`config.mk`:
```
export PLATFORM = sky130hd
export DESIGN_NAME = hdlc_frame_tx
export DESIGN_NICKNAME = d
export VERILOG_FILES = /design/src/rtl/hdlc_tx_pkg.sv /design/src/rtl/hdlc_crc_serial.sv /design/src/rtl/hdlc_stuff_ctr.sv /design/src/rtl/hdlc_line_mux.sv /design/src/rtl/hdlc_frame_tx.sv
export SDC_FILE = /design/constraint.sdc
export NUM_CORES = 1
export LEC_CHECK = 0
export BUFFER_PORTS_ARGS = -buffer_cell sky130_fd_sc_hd__clkbuf_2
export CAP_MARGIN = 10
export CORE_AREA = 2 2 91 75
export CTS_CLUSTER_SIZE = 12
export DETAILED_ROUTE_END_ITERATION = 6
export DIE_AREA = 0 0 93 77
export PLACE_DENSITY = 0.53
export SLEW_MARGIN = 20
export SYNTH_ARGS = -nofsm -noshare
export SYNTH_HDL_FRONTEND = slang
export SYNTH_SLANG_ARGS = --single-unit
```
`constraint.sdc`:
```
create_clock -name clk -period 2.4 [get_ports clk]
set_input_delay 0.24 -clock clk [delete_from_list [all_inputs] [get_ports clk]]
set_output_delay 0.24 -clock clk [all_outputs]
set_load 0.01 [all_outputs]
```
`src/rtl/hdlc_tx_pkg.sv`:
```
package hdlc_tx_pkg;

  // Sequencer phases of one frame
  typedef enum logic [2:0] {
    ST_IDLE,
    ST_OPEN,
    ST_DATA,
    ST_FCS,
    ST_CLOSE,
    ST_ABORT
  } tx_state_e;

  // Source feeding the shared line bit path
  typedef enum logic [2:0] {
    LN_IDLE,
    LN_FLAG,
    LN_ABORT,
    LN_STUFF,
    LN_DATA,
    LN_FCS
  } line_sel_e;

endpackage

```
`src/rtl/hdlc_crc_serial.sv`:
```
module hdlc_crc_serial #(
  parameter int              CRC_W = 16,
  parameter logic [CRC_W-1:0] POLY = 16'h1021,
  parameter logic [CRC_W-1:0] INIT = 16'hFFFF
) (
  input  logic clk,
  input  logic rst_n,
  input  logic init,
  input  logic upd,
  input  logic shift,
  input  logic bit_in,
  output logic msb_o
);

  logic [CRC_W-1:0] crc_q;
  logic [CRC_W-1:0] crc_d;
  logic [CRC_W-1:0] step;
  logic             fb;

  assign fb = crc_q[CRC_W-1] ^ bit_in;

  // Feedback XOR sits only on the bits the polynomial selects
  generate
    if (POLY[0]) begin : g_tap0
      assign step[0] = fb;
    end else begin : g_pass0
      assign step[0] = 1'b0;
    end
    for (genvar i = 1; i < CRC_W; i++) begin : g_bit
      if (POLY[i]) begin : g_tap
        assign step[i] = crc_q[i-1] ^ fb;
      end else begin : g_pass
        assign step[i] = crc_q[i-1];
      end
    end
  endgenerate

  always_comb begin
    crc_d = crc_q;
    if (init) begin
      crc_d = INIT;
    end else if (upd) begin
      crc_d = step;
    end else if (shift) begin
      crc_d = {crc_q[CRC_W-2:0], 1'b0};
    end
  end

  always_ff @(posedge clk or negedge rst_n) begin
    if (!rst_n) begin
      crc_q <= INIT;
    end else begin
      crc_q <= crc_d;
    end
  end

  assign msb_o = crc_q[CRC_W-1];

endmodule

```
`src/rtl/hdlc_stuff_ctr.sv`:
```
module hdlc_stuff_ctr #(
  parameter int RUN = 5
) (
  input  logic clk,
  input  logic rst_n,
  input  logic clr,
  input  logic adv,
  input  logic bit_in,
  output logic due
);

  localparam int CW = $clog2(RUN + 1);

  logic [CW-1:0] run_q;
  logic [CW-1:0] run_d;

  always_comb begin
    run_d = run_q;
    if (clr) begin
      run_d = '0;
    end else if (adv) begin
      run_d = bit_in ? run_q + 1'b1 : '0;
    end
  end

  always_ff @(posedge clk or negedge rst_n) begin
    if (!rst_n) begin
      run_q <= '0;
    end else begin
      run_q <= run_d;
    end
  end

  assign due = (run_q == CW'(RUN));

endmodule

```
`src/rtl/hdlc_line_mux.sv`:
```
module hdlc_line_mux
  import hdlc_tx_pkg::*;
#(
  parameter int CNT_W  = 4,
  parameter int FLAG_W = 8
) (
  input  line_sel_e          sel,
  input  logic [CNT_W-1:0]   idx,
  input  logic               data_bit,
  input  logic               fcs_msb,
  output logic               line_bit
);

  always_comb begin
    case (sel)
      LN_IDLE:  line_bit = 1'b1;
      // flag: zero at both ends, ones between
      LN_FLAG:  line_bit = !((idx == '0) || (idx == CNT_W'(FLAG_W - 1)));
      // abort: one zero then ones
      LN_ABORT: line_bit = (idx != '0);
      LN_STUFF: line_bit = 1'b0;
      LN_DATA:  line_bit = data_bit;
      LN_FCS:   line_bit = ~fcs_msb;
      default:  line_bit = 1'b1;
    endcase
  end

endmodule

```
`src/rtl/hdlc_frame_tx.sv`:
```
module hdlc_frame_tx
  import hdlc_tx_pkg::*;
#(
  parameter int               DATA_W    = 8,
  parameter int               CRC_W     = 16,
  parameter logic [CRC_W-1:0] CRC_POLY  = 16'h1021,
  parameter logic [CRC_W-1:0] CRC_INIT  = 16'hFFFF,
  parameter int               STUFF_RUN = 5
) (
  input  logic              clk,
  input  logic              rst_n,
  input  logic              tx_en,
  input  logic              abort_req,
  input  logic              fifo_empty,
  input  logic [DATA_W-1:0] fifo_data,
  input  logic              fifo_last,
  output logic              fifo_rd,
  output logic              tx_bit,
  output logic              frame_end,
  output logic              underrun
);

  localparam int ABORT_LEN = DATA_W + 1;
  localparam int CNT_MAX   = (CRC_W > ABORT_LEN) ? CRC_W : ABORT_LEN;
  localparam int CNT_W     = $clog2(CNT_MAX);
  localparam int BIDX_W    = $clog2(DATA_W);

  // reset release synchronizer
  logic [1:0] rs_q;
  logic       rst_sync_n;

  always_ff @(posedge clk or negedge rst_n) begin
    if (!rst_n) begin
      rs_q <= 2'b00;
    end else begin
      rs_q <= {rs_q[0], 1'b1};
    end
  end

  assign rst_sync_n = rs_q[1];

  tx_state_e          state_q, state_d;
  logic [CNT_W-1:0]   cnt_q, cnt_d;
  logic [BIDX_W-1:0]  bidx_q, bidx_d;
  logic [DATA_W-1:0]  sh_q;
  logic               last_q;
  logic               tx_bit_q;
  logic               fend_q, fend_d;
  logic               und_q, und_d;

  line_sel_e          sel;
  logic [CNT_W-1:0]   line_idx;
  logic               line_bit;
  logic               data_bit;
  logic               fcs_msb;
  logic               rd;
  logic               crc_init, crc_upd, crc_shift;
  logic               stf_clr, stf_adv, stuff_due;
  logic               in_frame;

  assign data_bit = sh_q[bidx_q];
  assign in_frame = (state_q == ST_OPEN) || (state_q == ST_DATA) ||
                    (state_q == ST_FCS)  || (state_q == ST_CLOSE);

  hdlc_crc_serial #(
    .CRC_W (CRC_W),
    .POLY  (CRC_POLY),
    .INIT  (CRC_INIT)
  ) u_crc (
    .clk    (clk),
    .rst_n  (rst_sync_n),
    .init   (crc_init),
    .upd    (crc_upd),
    .shift  (crc_shift),
    .bit_in (data_bit),
    .msb_o  (fcs_msb)
  );

  hdlc_stuff_ctr #(
    .RUN (STUFF_RUN)
  ) u_stuff (
    .clk    (clk),
    .rst_n  (rst_sync_n),
    .clr    (stf_clr),
    .adv    (stf_adv),
    .bit_in (line_bit),
    .due    (stuff_due)
  );

  hdlc_line_mux #(
    .CNT_W  (CNT_W),
    .FLAG_W (DATA_W)
  ) u_mux (
    .sel      (sel),
    .idx      (line_idx),
    .data_bit (data_bit),
    .fcs_msb  (fcs_msb),
    .line_bit (line_bit)
  );

  // next-state logic
  always_comb begin
    state_d   = state_q;
    cnt_d     = cnt_q;
    bidx_d    = bidx_q;
    sel       = LN_IDLE;
    line_idx  = cnt_q;
    rd        = 1'b0;
    crc_init  = 1'b0;
    crc_upd   = 1'b0;
    crc_shift = 1'b0;
    stf_clr   = 1'b0;
    stf_adv   = 1'b0;
    fend_d    = 1'b0;
    und_d     = 1'b0;

    if (abort_req && in_frame) begin
      // first abort bit leaves in this very cycle
      sel      = LN_ABORT;
      line_idx = '0;
      state_d  = ST_ABORT;
      cnt_d    = CNT_W'(1);
    end else begin
      case (state_q)
        ST_IDLE: begin
          if (tx_en && !fifo_empty) begin
            state_d = ST_OPEN;
            cnt_d   = '0;
          end
        end

        ST_OPEN: begin
          sel      = LN_FLAG;
          crc_init = 1'b1;
          stf_clr  = 1'b1;
          if (cnt_q == CNT_W'(DATA_W - 1)) begin
            if (!fifo_empty) begin
              rd      = 1'b1;
              bidx_d  = '0;
              state_d = ST_DATA;
            end else begin
              und_d   = 1'b1;
              state_d = ST_ABORT;
              cnt_d   = '0;
            end
          end else begin
            cnt_d = cnt_q + 1'b1;
          end
        end

        ST_DATA: begin
          if (stuff_due) begin
            sel     = LN_STUFF;
            stf_clr = 1'b1;
          end else begin
            sel     = LN_DATA;
            crc_upd = 1'b1;
            stf_adv = 1'b1;
            if (bidx_q == BIDX_W'(DATA_W - 1)) begin
              if (last_q) begin
                state_d = ST_FCS;
                cnt_d   = '0;
              end else if (!fifo_empty) begin
                rd     = 1'b1;
                bidx_d = '0;
              end else begin
                und_d   = 1'b1;
                state_d = ST_ABORT;
                cnt_d   = '0;
              end
            end else begin
              bidx_d = bidx_q + 1'b1;
            end
          end
        end

        ST_FCS: begin
          if (stuff_due) begin
            sel     = LN_STUFF;
            stf_clr = 1'b1;
          end else begin
            sel       = LN_FCS;
            crc_shift = 1'b1;
            stf_adv   = 1'b1;
            if (cnt_q == CNT_W'(CRC_W - 1)) begin
              state_d = ST_CLOSE;
              cnt_d   = '0;
            end else begin
              cnt_d = cnt_q + 1'b1;
            end
          end
        end

        ST_CLOSE: begin
          if (stuff_due) begin
            // a run ending on the last check bit still needs its zero
            sel     = LN_STUFF;
            stf_clr = 1'b1;
          end else begin
            sel = LN_FLAG;
            if (cnt_q == CNT_W'(DATA_W - 1)) begin
              fend_d  = 1'b1;
              state_d = ST_IDLE;
              cnt_d   = '0;
            end else begin
              cnt_d = cnt_q + 1'b1;
            end
          end
        end

        ST_ABORT: begin
          sel = LN_ABORT;
          if (cnt_q == CNT_W'(ABORT_LEN - 1)) begin
            state_d = ST_IDLE;
            cnt_d   = '0;
          end else begin
            cnt_d = cnt_q + 1'b1;
          end
        end

        default: begin
          state_d = ST_IDLE;
          cnt_d   = '0;
        end
      endcase
    end
  end

  // registers
  always_ff @(posedge clk or negedge rst_sync_n) begin
    if (!rst_sync_n) begin
      state_q  <= ST_IDLE;
      cnt_q    <= '0;
      bidx_q   <= '0;
      tx_bit_q <= 1'b1;
      fend_q   <= 1'b0;
      und_q    <= 1'b0;
    end else begin
      state_q  <= state_d;
      cnt_q    <= cnt_d;
      bidx_q   <= bidx_d;
      tx_bit_q <= line_bit;
      fend_q   <= fend_d;
      und_q    <= und_d;
    end
  end

  // byte holding register, loaded only on a FIFO read
  always_ff @(posedge clk or negedge rst_sync_n) begin
    if (!rst_sync_n) begin
      sh_q   <= '0;
      last_q <= 1'b0;
    end else if (rd) begin
      sh_q   <= fifo_data;
      last_q <= fifo_last;
    end
  end

  assign fifo_rd   = rd;
  assign tx_bit    = tx_bit_q;
  assign frame_end = fend_q;
  assign underrun  = und_q;

endmodule

```
==> results of run 1 <==
## state kept, by name, summed over array words and instances (netlist names)
register / cells
bidx_q: 3
cnt_q: 4
frame_end: 1
last_q: 1
rs_q: 2
sh_q: 8
state_q: 3
tx_bit: 1
u_crc.crc_q: 16
u_stuff.run_q: 3
underrun: 1
## cell usage after synthesis, types with 2 or more instances
cell type	number
a211oi_1	7
a21oi_1	13
a21oi_2	2
a22o_1	3
a311oi_1	3
a31oi_1	4
and3_1	3
buf_2	3
clkbuf_1	7
dfrtp_1	26
dfstp_2	17
ha_1	8
inv_1	7
mux2_1	11
mux2i_1	4
nand2_1	25
nand2b_1	6
nand3_1	5
nor2_1	28
nor2b_1	3
nor3_1	7
nor3b_1	3
nor4_1	2
o211ai_1	2
o21ai_0	24
o21ai_1	4
o22ai_1	3
or3_1	3
xnor2_1	4
## path summary, 6_finish.rpt
kind,end,from,slack (ps)
hold / removal,sh_q[0]$_DFFE_PN0P_,fifo_data[0],160
max in group asynchronous,bidx_q[0]$_DFFE_PN0P_,rs_q[1]$_DFF_PN0_,1430
setup / recovery,fifo_rd,state_q[1]$_DFFE_PN0P_,140
setup reg to reg,u_stuff.run_q[1]$_DFFE_PN0P_,state_q[2]$_DFFE_PN0P_,170
hold reg to reg,rs_q[1]$_DFF_PN0_,rs_q[0]$_DFF_PN0_,350
min in group asynchronous,rs_q[0]$_DFF_PN0_,rst_n,250
## cells by family after synthesis
| logic type | count (synthesis) | synth area share |
|---|---|---|
| flops | 43 | 0.451 |
| fa+ha+maj | 8 | 0.0412 |
| simple gates | 92 | 0.185 |
| buf+inv | 19 | 0.0340 |
| compound gates | 74 | 0.201 |
| xor+xnor | 4 | 0.0144 |
| mux | 16 | 0.0721 |
| other cells | 1 | 0.00154 |
## power by group through the flow
stage               sequential, mW  clock [mW]  combinational [mW]
floorplan                    0.972           0               0.878
global placement             0.970           0                1.29
detailed placement           0.973           0                1.26
CTS                          0.962       0.558                1.27
global route                 0.980       0.588                1.44
finish                       0.959       0.531                1.29
## routing by layer
layer | track usage | up-vias
met5 | 0 | -
met3 | 0.0383 | 6
met1 | 0.267 | 951
met4 | 0.0426 | 0
met2 | 0.229 | 57
li1 | - | 990
## cell usage in the layout, fill, tap and decap left out, types with 5 or more instances in the layout
| cell type | n |
|---|---|
| a211oi_1 | 7 |
| mux2_1 | 11 |
| nand2_1 | 24 |
| o21ai_0 | 24 |
| clkbuf_8 | 5 |
| dfstp_2 | 17 |
| clkbuf_2 | 17 |
| a21oi_1 | 13 |
| nand3_1 | 5 |
| nand2b_1 | 6 |
| ha_1 | 8 |
| buf_4 | 20 |
| inv_1 | 7 |
| dfrtp_1 | 25 |
| nor2_1 | 28 |
| nor3_1 | 7 |
## area by class of cell
| class | instances | area (um2) |
|---|---|---|
| clock buffers | 6 | 93.8 |
| clock inverters | 2 | 13.8 |
| fillers | 614 | 3410 |
| inverters | 8 | 30.0 |
| multi-input cells | 195 | 1250 |
| flip-flops and latches | 43 | 1100 |
| well taps | 84 | 105 |
| repair buffers | 38 | 245 |
## timing repair
action                                  CTS  global route
pin swaps                                 1             0
cloned                                    0             0
resized for setup                         0             1
hold endpoints to repair                  2             0
hold buffers                              1             0
setup buffers                             1             0
endpoints found under the setup margin    1             1
## critical path, stage by stage (launching register included)
cell      delay, ps
dfrtp_1         390
buf_4           170
nand2b_1        240
nor2_1          170
nand2_1         110
a221o_1         370
nor2_4          130
clkbuf_2        140
==> results.json, run 1 <==
{
  "start_util": 0.389,
  "place.gp.congestion": 0.908,
  "clock.fmax_mhz": 443,
  "synth.distinct_cells": 49,
  "final_util": 0.455,
  "finalPower_mw": 2.78,
  "skew_ps": 6.50,
  "place_inst": 366,
  "whs_path_depth": 2,
  "rsz0062_at_grt": "no",
  "via_per_inst": 5.33,
  "tightest_slew_ps": 908,
  "r2r_cells": 7,
  "synth_top_area_share": 0.268,
  "synth_area_leaders": "dfrtp_1, dfstp_2, mux2_1, o21ai_0, nor2_1",
  "synth_edf_count": 0,
  "drv_slew": 0,
  "comb_power_share": 0.465,
  "critical_path_arrival_ps": 2020,
  "syn_nets": 279,
  "setup_viol": 0,
  "grt_pass1_wl_um": 9650,
  "p_int_mw": 1.67,
  "ant_nets": 0,
  "synth_seq_cells": 43,
  "drtPass1Iterations": 4,
  "boundaryPins": 18,
  "wire_per_inst_um": 14.8,
  "maxCapViolCount": 0,
  "grt_max_degree": 42,
  "m1WireLength_um": 2860,
  "fin_tns_setup_ps": 0,
  "core_area_um2": 6250,
  "synth.avg_cell_area_um2": 9.46,
  "grt_pass1_vias": 1901,
  "placement.io_buffers": 17,
  "power_switching_mw": 1.11,
  "drt-initial-drc-count": 253,
  "grt_usage": 0.169,
  "hold_viol": 0,
  "crit_fanout": 8,
  "clk_path_buf_depth": 2,
  "p_sw_frac": 0.400,
  "numCtsBuffers": 5,
  "p_seq_frac": 0.345,
  "worst_slack_ps": 144,
  "wl_met2_um": 2340,
  "die_y_um": 77,
  "p_per_area_nw_per_um2": 980,
  "die_w_um": 93,
  "vdd_drop_max_mv": 0.365,
  "place_area_um2": 2710,
  "vias": 2004,
  "relSlewSlack": 0.395,
  "min_period_ps": 2260,
  "drc": 0,
  "num_antenna_cells": 0,
  "rows": 26,
  "crit_path_start_kind": "flop",
  "crit_type": "flop to output port",
  "outcome": "complete, no violations",
  "ys_warn_count": 0,
  "endpoint_kind": "output port",
  "synth_flop_cell": "dfrtp_1",
  "final_nets": 313,
  "yosysSeqAreaShare": 0.451,
  "async_flop_share": 1.00,
  "yosysTopAreaCell": "dfrtp_1",
  "cts-root-buf": "clkbuf_8",
  "required_ps": 2160,
  "clkSinkCount": 43,
  "fin_cells": 376,
  "htreeDepth": 2,
  "period_share": 0.940,
  "overflow": 0,
  "wl_met3_um": 316,
  "power.share.clock": 0.191,
  "layout-drive-gt1-share": 0.247,
  "cts_tree": "done",
  "syn2layout_area_growth_pct": 16.8,
  "top_layer_used": "met4",
  "pre_cts_ws_ps": 176,
  "dieArea_um2": 7160,
  "final_area_um2": 2840,
  "antenna_found_initial": 0,
  "hold_path_class": "primary input to flop",
  "syn_inst": 257,
  "hold_ws_ps": 159,
  "clk_pin_slew_worst_paths_ps": 90,
  "mappedNetlistArea_um2": 2430,
  "routed_wl_um": 5560,
  "power_leakage_nw": 1.20,
  "hpwlAfterDp_um": 4020,
  "clock_latency_ps": 290
}
(Power assumes the default switching activity.)
==> run 2: changes to the inputs <==
--- a/config.mk
+++ b/config.mk
@@ -7,11 +7,13 @@
 export LEC_CHECK = 0
 export BUFFER_PORTS_ARGS = -buffer_cell sky130_fd_sc_hd__clkbuf_2
 export CAP_MARGIN = 10
-export CORE_AREA = 2 2 91 75
+export CELL_PAD_IN_SITES_DETAIL_PLACEMENT = 2
+export CELL_PAD_IN_SITES_GLOBAL_PLACEMENT = 2
+export CORE_AREA = 2 2 117 62
 export CTS_CLUSTER_SIZE = 12
 export DETAILED_ROUTE_END_ITERATION = 6
-export DIE_AREA = 0 0 93 77
-export PLACE_DENSITY = 0.53
+export DIE_AREA = 0 0 119 64
+export PLACE_DENSITY = 0.74
 export SLEW_MARGIN = 20
 export SYNTH_ARGS = -nofsm -noshare
 export SYNTH_HDL_FRONTEND = slang
==> run 2 against run 1 <==
Effect of this change:
- critical path depth is 1 lower
- clock-buffer cell count is 1 lower
- critical endpoint unchanged
- wire length is 37% higher
- via count is 4.0% higher
- sequential power is 2.9% higher
- cell count is 2.4% higher
- worst hold slack worse by 0.57 ps
- highest routed layer unchanged
- sequential cell count stayed put
- power is 16% higher
- die area is 6.4% higher
- clock power is 52% higher
- clock skew is 1.0 ps lower
==> results.json, run 2 (synthesized netlist as in run 1, its figures left out) <==
{
  "fin_tns_setup_ps": 0,
  "fillers": 709,
  "hpwlAfterDp_um": 5270,
  "required_ps": 2160,
  "syn2layout_area_growth_pct": 21.0,
  "hold_path_class": "primary input to flop",
  "top_regs": "u_crc.crc_q: 16 flops, sh_q: 8 flops, cnt_q: 4 flops",
  "final_nets": 314,
  "hold_start": "fifo_data[1]",
  "power_leakage_nw": 1.23,
  "period_share": 0.956,
  "worst_slack_ps": 106,
  "antenna_found_initial": 0,
  "drc": 0,
  "cts-root-buf": "clkbuf_16",
  "relSlewSlack": 0.368,
  "clkSinkCount": 43,
  "tightest_slew_ps": 948,
  "crit_type": "flop to output port",
  "largest_reg_flops": 16,
  "clk_path_buf_depth": 2,
  "crit_path_start_kind": "flop",
  "dieArea_um2": 7620,
  "largest-register": "u_crc.crc_q",
  "grt_max_degree": 42,
  "skew_ps": 5.46,
  "vias": 2084,
  "cts_tree": "done",
  "endpoint_kind": "output port",
  "pre_cts_ws_ps": 73.0,
  "drtPass1Iterations": 4,
  "drt-initial-drc-count": 120,
  "num_antenna_cells": 0,
  "overflow": 0,
  "timing.rr.end": "sh_q[5]$_DFFE_PN0P_",
  "min_period_ps": 2290,
  "layout-drive-gt1-share": 0.273,
  "rows": 21,
  "setup_viol": 0,
  "reg2reg_from": "state_q[2]$_DFFE_PN0P_",
  "hold_viol": 0,
  "maxCapViolCount": 0,
  "p_per_area_nw_per_um2": 1100,
  "start_util": 0.372,
  "place.gp.congestion": 0.845,
  "placement.io_buffers": 17,
  "routed_wl_um": 7630,
  "regToRegSetupSlack_ps": 130,
  "boundaryPins": 18,
  "via_per_inst": 5.41,
  "whs_endpoint": "sh_q[1]$_DFFE_PN0P_",
  "die_w_um": 119,
  "outcome": "complete, no violations",
  "grt_pass1_vias": 2356,
  "numCtsBuffers": 5,
  "clk_pin_slew_worst_paths_ps": 70,
  "final_cell_mix": "nor2_1, nand2_1, o21ai_0",
  "ant_nets": 0,
  "whs_path_depth": 2,
  "wire_per_inst_um": 19.8,
  "grt_usage": 0.219,
  "rsz0062_at_grt": "no",
  "clock_latency_ps": 300,
  "htreeDepth": 2,
  "critical_path_arrival_ps": 2050,
  "die_y_um": 64,
  "core_area_um2": 6540,
  "crit_fanout": 14,
  "drv_slew": 0,
  "grt_pass1_wl_um": 12700,
  "r2r_cells": 7,
  "clock.fmax_mhz": 436,
  "mostFrequentLayoutCell": "nor2_1",
  "vdd_drop_max_mv": 0.340
}
-- run 2: cell types whose count changed in the layout (fill, tap and decap cells not counted), sizes merged --
cell | before | now
buf | 20 | 21
bufinv | 0 | 1
clkbuf | 23 | 22
-- run 2: metrics by stage --
step	util	hold WS [ps]	power, mW	cells	area [um2]
2_1_floorplan	-	-55.6	1.85	257	2430
3_3_place_gp	0.415	24.1	2.28	373	2720
3_5_place_dp	0.415	29.9	2.36	373	2720
4_1_cts	0.444	152	3.20	383	2910
5_1_grt	0.450	170	3.46	385	2940
6_report	0.450	159	3.24	385	2940
-- run 2: worst max-delay path, stage by stage (launching register included) --
cell      delay, ps
dfrtp_1         390
buf_4           200
nor3_2          350
nand3_1         120
a221o_1         390
nor2_4          150
clkbuf_2        160
-- run 2: worst max-delay path by stage --
stage	endpoint	startpoint	depth (start not counted)
after floorplan	u_stuff.run_q[1]$_DFFE_PN0P_	state_q[1]$_DFFE_PN0P_	8
after global placement	sh_q[6]$_DFFE_PN0P_	state_q[2]$_DFFE_PN0P_	6
after detailed placement	sh_q[4]$_DFFE_PN0P_	state_q[2]$_DFFE_PN0P_	6
after CTS	u_stuff.run_q[1]$_DFFE_PN0P_	state_q[1]$_DFFE_PN0P_	7
after global routing	state_q[1]$_DFFE_PN0P_	bidx_q[0]$_DFFE_PN0P_	8
final	fifo_rd	state_q[2]$_DFFE_PN0P_	6
-- run 2: final cells by class --
cell class              count  area (um2)  share of cell area
flip-flops and latches     43        1100               0.375
inverters                   8        30.0              0.0102
clock inverters             3        43.8              0.0149
well taps                  92         115              0.0391
multi-input cells         195        1270               0.433
repair buffers             39         253              0.0859
clock buffers               5         125              0.0425
-- run 2: repair_timing --
| item | CTS | global route |
|---|---|---|
| setup endpoints to repair | 1 | 15 |
| hold buffers | 1 | 0 |
| endpoints found under the hold margin | 2 | 0 |
| gates resized for setup | 1 | 7 |
| cloned | 0 | 0 |
| pin swaps | 1 | 0 |
| setup buffers | 1 | 2 |
-- run 2: power breakdown --
part           switching [mW]  internal (mW)  total (mW)
combinational           0.865          0.584        1.45
sequential              0.111          0.876       0.987
clock                   0.314          0.491       0.805
total                    1.29           1.95        3.24
-- run 2: routing by layer --
layer / track usage / vias to the layer above / routed length, um
met4: 0.0699 / 0 / 87
met1: 0.292 / 1049 / 3660
met5: 0 / - / 0
met2: 0.361 / 39 / 3580
li1: - / 989 / -
met3: 0.0420 / 7 / 301
==> run 3: changes to the inputs <==
--- a/config.mk
+++ b/config.mk
@@ -14,6 +14,7 @@
 export DETAILED_ROUTE_END_ITERATION = 6
 export DIE_AREA = 0 0 119 64
 export PLACE_DENSITY = 0.74
+export SETUP_SLACK_MARGIN = 0.3
 export SLEW_MARGIN = 20
 export SYNTH_ARGS = -nofsm -noshare
 export SYNTH_HDL_FRONTEND = slang
==> constraint.sdc (replaced) <==
create_clock -name clk -period 2.4 [get_ports clk]
set_input_delay 0.36 -clock clk [delete_from_list [all_inputs] [get_ports clk]]
set_output_delay 0.36 -clock clk [all_outputs]
set_load 0.01 [all_outputs]
==> run 3 against run 2 <==
Effect of this change:
- worst hold slack better by 130 ps
- worst setup slack better by 13 ps
- wire length is 43% higher
- die area stayed put
- register-to-register slack hardly changed
- largest cell class unchanged
- sequential share of layout area is 5.0 points lower
- first-iteration DRC count is 46% higher
- largest power group unchanged
- clock power is 2% higher
- utilization is 6.9 points higher
- critical path type is now flop to flop
- clock skew is 4.6 ps higher
- via count is 13% higher
- sequential power hardly changed
==> results.json, run 3 (synthesized netlist as in run 1, its figures left out) <==
{
  "whs_path_depth": 2,
  "wire_per_inst_um": 26.5,
  "num_antenna_cells": 0,
  "placement.io_buffers": 17,
  "grt_usage": 0.253,
  "clock.fmax_mhz": 438,
  "fin_cells": 411,
  "endpoint_kind": "flop",
  "clk_pin_slew_worst_paths_ps": 70,
  "drc": 0,
  "critical_path_arrival_ps": 2490,
  "vias": 2360,
  "die_y_um": 64,
  "rsz0062_at_grt": "yes",
  "clock_latency_ps": 310,
  "hold_start": "fifo_data[1]",
  "cts_tree": "done",
  "p_per_area_nw_per_um2": 1180,
  "syn2layout_area_growth_pct": 39.7,
  "numCtsBuffers": 5,
  "place.gp.congestion": 0.875,
  "crit_start": "state_q[0]$_DFFE_PN0P_",
  "vdd_drop_max_mv": 0.446,
  "layout-drive-gt1-share": 0.436,
  "regToRegSetupSlack_ps": 120,
  "max_stage_delay_ps": 400,
  "final_cell_mix": "buf_4, nor2_1, nand2_1, o21ai_0, dfrtp_1",
  "crit_fanout": 13,
  "grt_pass1_wl_um": 14300,
  "grt_pass1_vias": 2489,
  "required_ps": 2610,
  "hold_viol": 0,
  "path_cells": "buf_6 > buf_6 > nor3b_2 > buf_4 > o21ai_0 > and3_1 > o211ai_1 > buf_4 > or3_1 > a21oi_2",
  "rows": 21,
  "fin_tns_setup_ps": 0,
  "multi_input_area_um2": 1490,
  "grt_max_degree": 42,
  "relSlewSlack": 0.367,
  "final_nets": 340,
  "hpwlAfterDp_um": 5360,
  "crit_type": "flop to flop",
  "timing.rr.end": "state_q[1]$_DFFE_PN0P_",
  "mostFrequentLayoutCell": "buf_4",
  "whs_endpoint": "sh_q[1]$_DFFE_PN0P_",
  "largest_reg_flops": 16,
  "ff_latch_area_um2": 1100,
  "routed_wl_um": 10900,
  "finalPower_mw": 3.99,
  "hold_ws_ps": 289,
  "boundaryPins": 18,
  "htreeDepth": 2,
  "largest-register": "u_crc.crc_q",
  "core_area_um2": 6540,
  "cts-root-buf": "clkbuf_16",
  "crit_path_start_kind": "flop",
  "ant_nets": 0,
  "setup_viol": 0,
  "start_util": 0.372,
  "overflow": 0,
  "r2r_cells": 10,
  "die_w_um": 119,
  "drtPass1Iterations": 4,
  "via_per_inst": 5.74,
  "fillers": 661,
  "skew_ps": 10.0,
  "hold_path_class": "primary input to flop",
  "min_period_ps": 2280,
  "slowest_stage": "dfrtp_1",
  "place_inst": 373,
  "tightest_slew_ps": 949,
  "period_share": 0.951,
  "top_regs": "u_crc.crc_q: 16 flops, sh_q: 8 flops, cnt_q: 4 flops",
  "power_leakage_nw": 1.40,
  "reg2reg_from": "state_q[0]$_DFFE_PN0P_",
  "outcome": "complete, no violations",
  "drt-initial-drc-count": 175,
  "drv_slew": 0,
  "maxCapViolCount": 0,
  "clkSinkCount": 43,
  "dieArea_um2": 7620,
  "antenna_found_initial": 0,
  "clk_path_buf_depth": 2
}
==> run 3: cell types whose count changed in the layout (fill, tap and decap cells not counted), moves of 2 or more <==
cell	previous run	this run
buf_4	21	40
inv_1	7	5
ha_1	8	3
nor2_1	28	25
nor2_2	0	2
nand2b_1	6	4
buf_6	0	7
o21ai_2	0	2
ha_2	0	2
ha_4	0	3
nand2b_4	0	2
nor3_4	0	2
==> run 3: worst max-delay path: cells and delay by family (launching register included) <==
family	cells	cell delay (ps)
AOI/OAI and AO/OA	3	460
and+or+nand+nor	3	700
DFF	1	400
buffers and inverters	4	630
==> run 3: how the worst max path moves through the flow <==
| stage | cells past startpoint | end |
|---|---|---|
| final | 10 | state_q[1]$_DFFE_PN0P_ |
| after global routing | 10 | state_q[1]$_DFFE_PN0P_ |
| after CTS | 7 | fifo_rd |
| after detailed placement | 5 | fifo_rd |
| after global placement | 5 | fifo_rd |
| after floorplan | 6 | last_q$_DFFE_PN0P_ |
==> run 3: through the flow <==
step	cell area, um2	setup WS [ps]	util
floorplan	2450	355	-
global placement	2740	201	0.419
detailed placement	2740	153	0.419
CTS	3120	239	0.478
global route	3400	34.4	0.519
finish	3400	119	0.519
==> run 3: metal layers <==
layer  track usage  up-vias  part of all wire
met5             0        -                 0
met3        0.0571       30             0.049
met1         0.318     1225              0.43
met2         0.412       63              0.48
met4         0.131        0             0.036
li1              -     1042                 -
==> run 3: layout make-up <==
cell class	count	share of cell area
clock inverter	3	0.0129
inverter	8	0.00994
multi-input combinational	195	0.438
tap	92	0.0339
timing repair buffer	65	0.144
sequential	43	0.324
clock buffer	5	0.0368
==> run 3: report_power, final <==
part / switching, mW / internal [mW]
clock: 0.330 / 0.492
sequential: 0.136 / 0.877
combinational: 1.21 / 0.945
==> run 3: what timing repair did <==
action,CTS,global route
cloned,0,0
resized for setup,23,39
endpoints found under the hold margin,2,0
buffers inserted,15,14
pin swaps,12,11
setup endpoints to repair,20,27
hold buffers,1,0
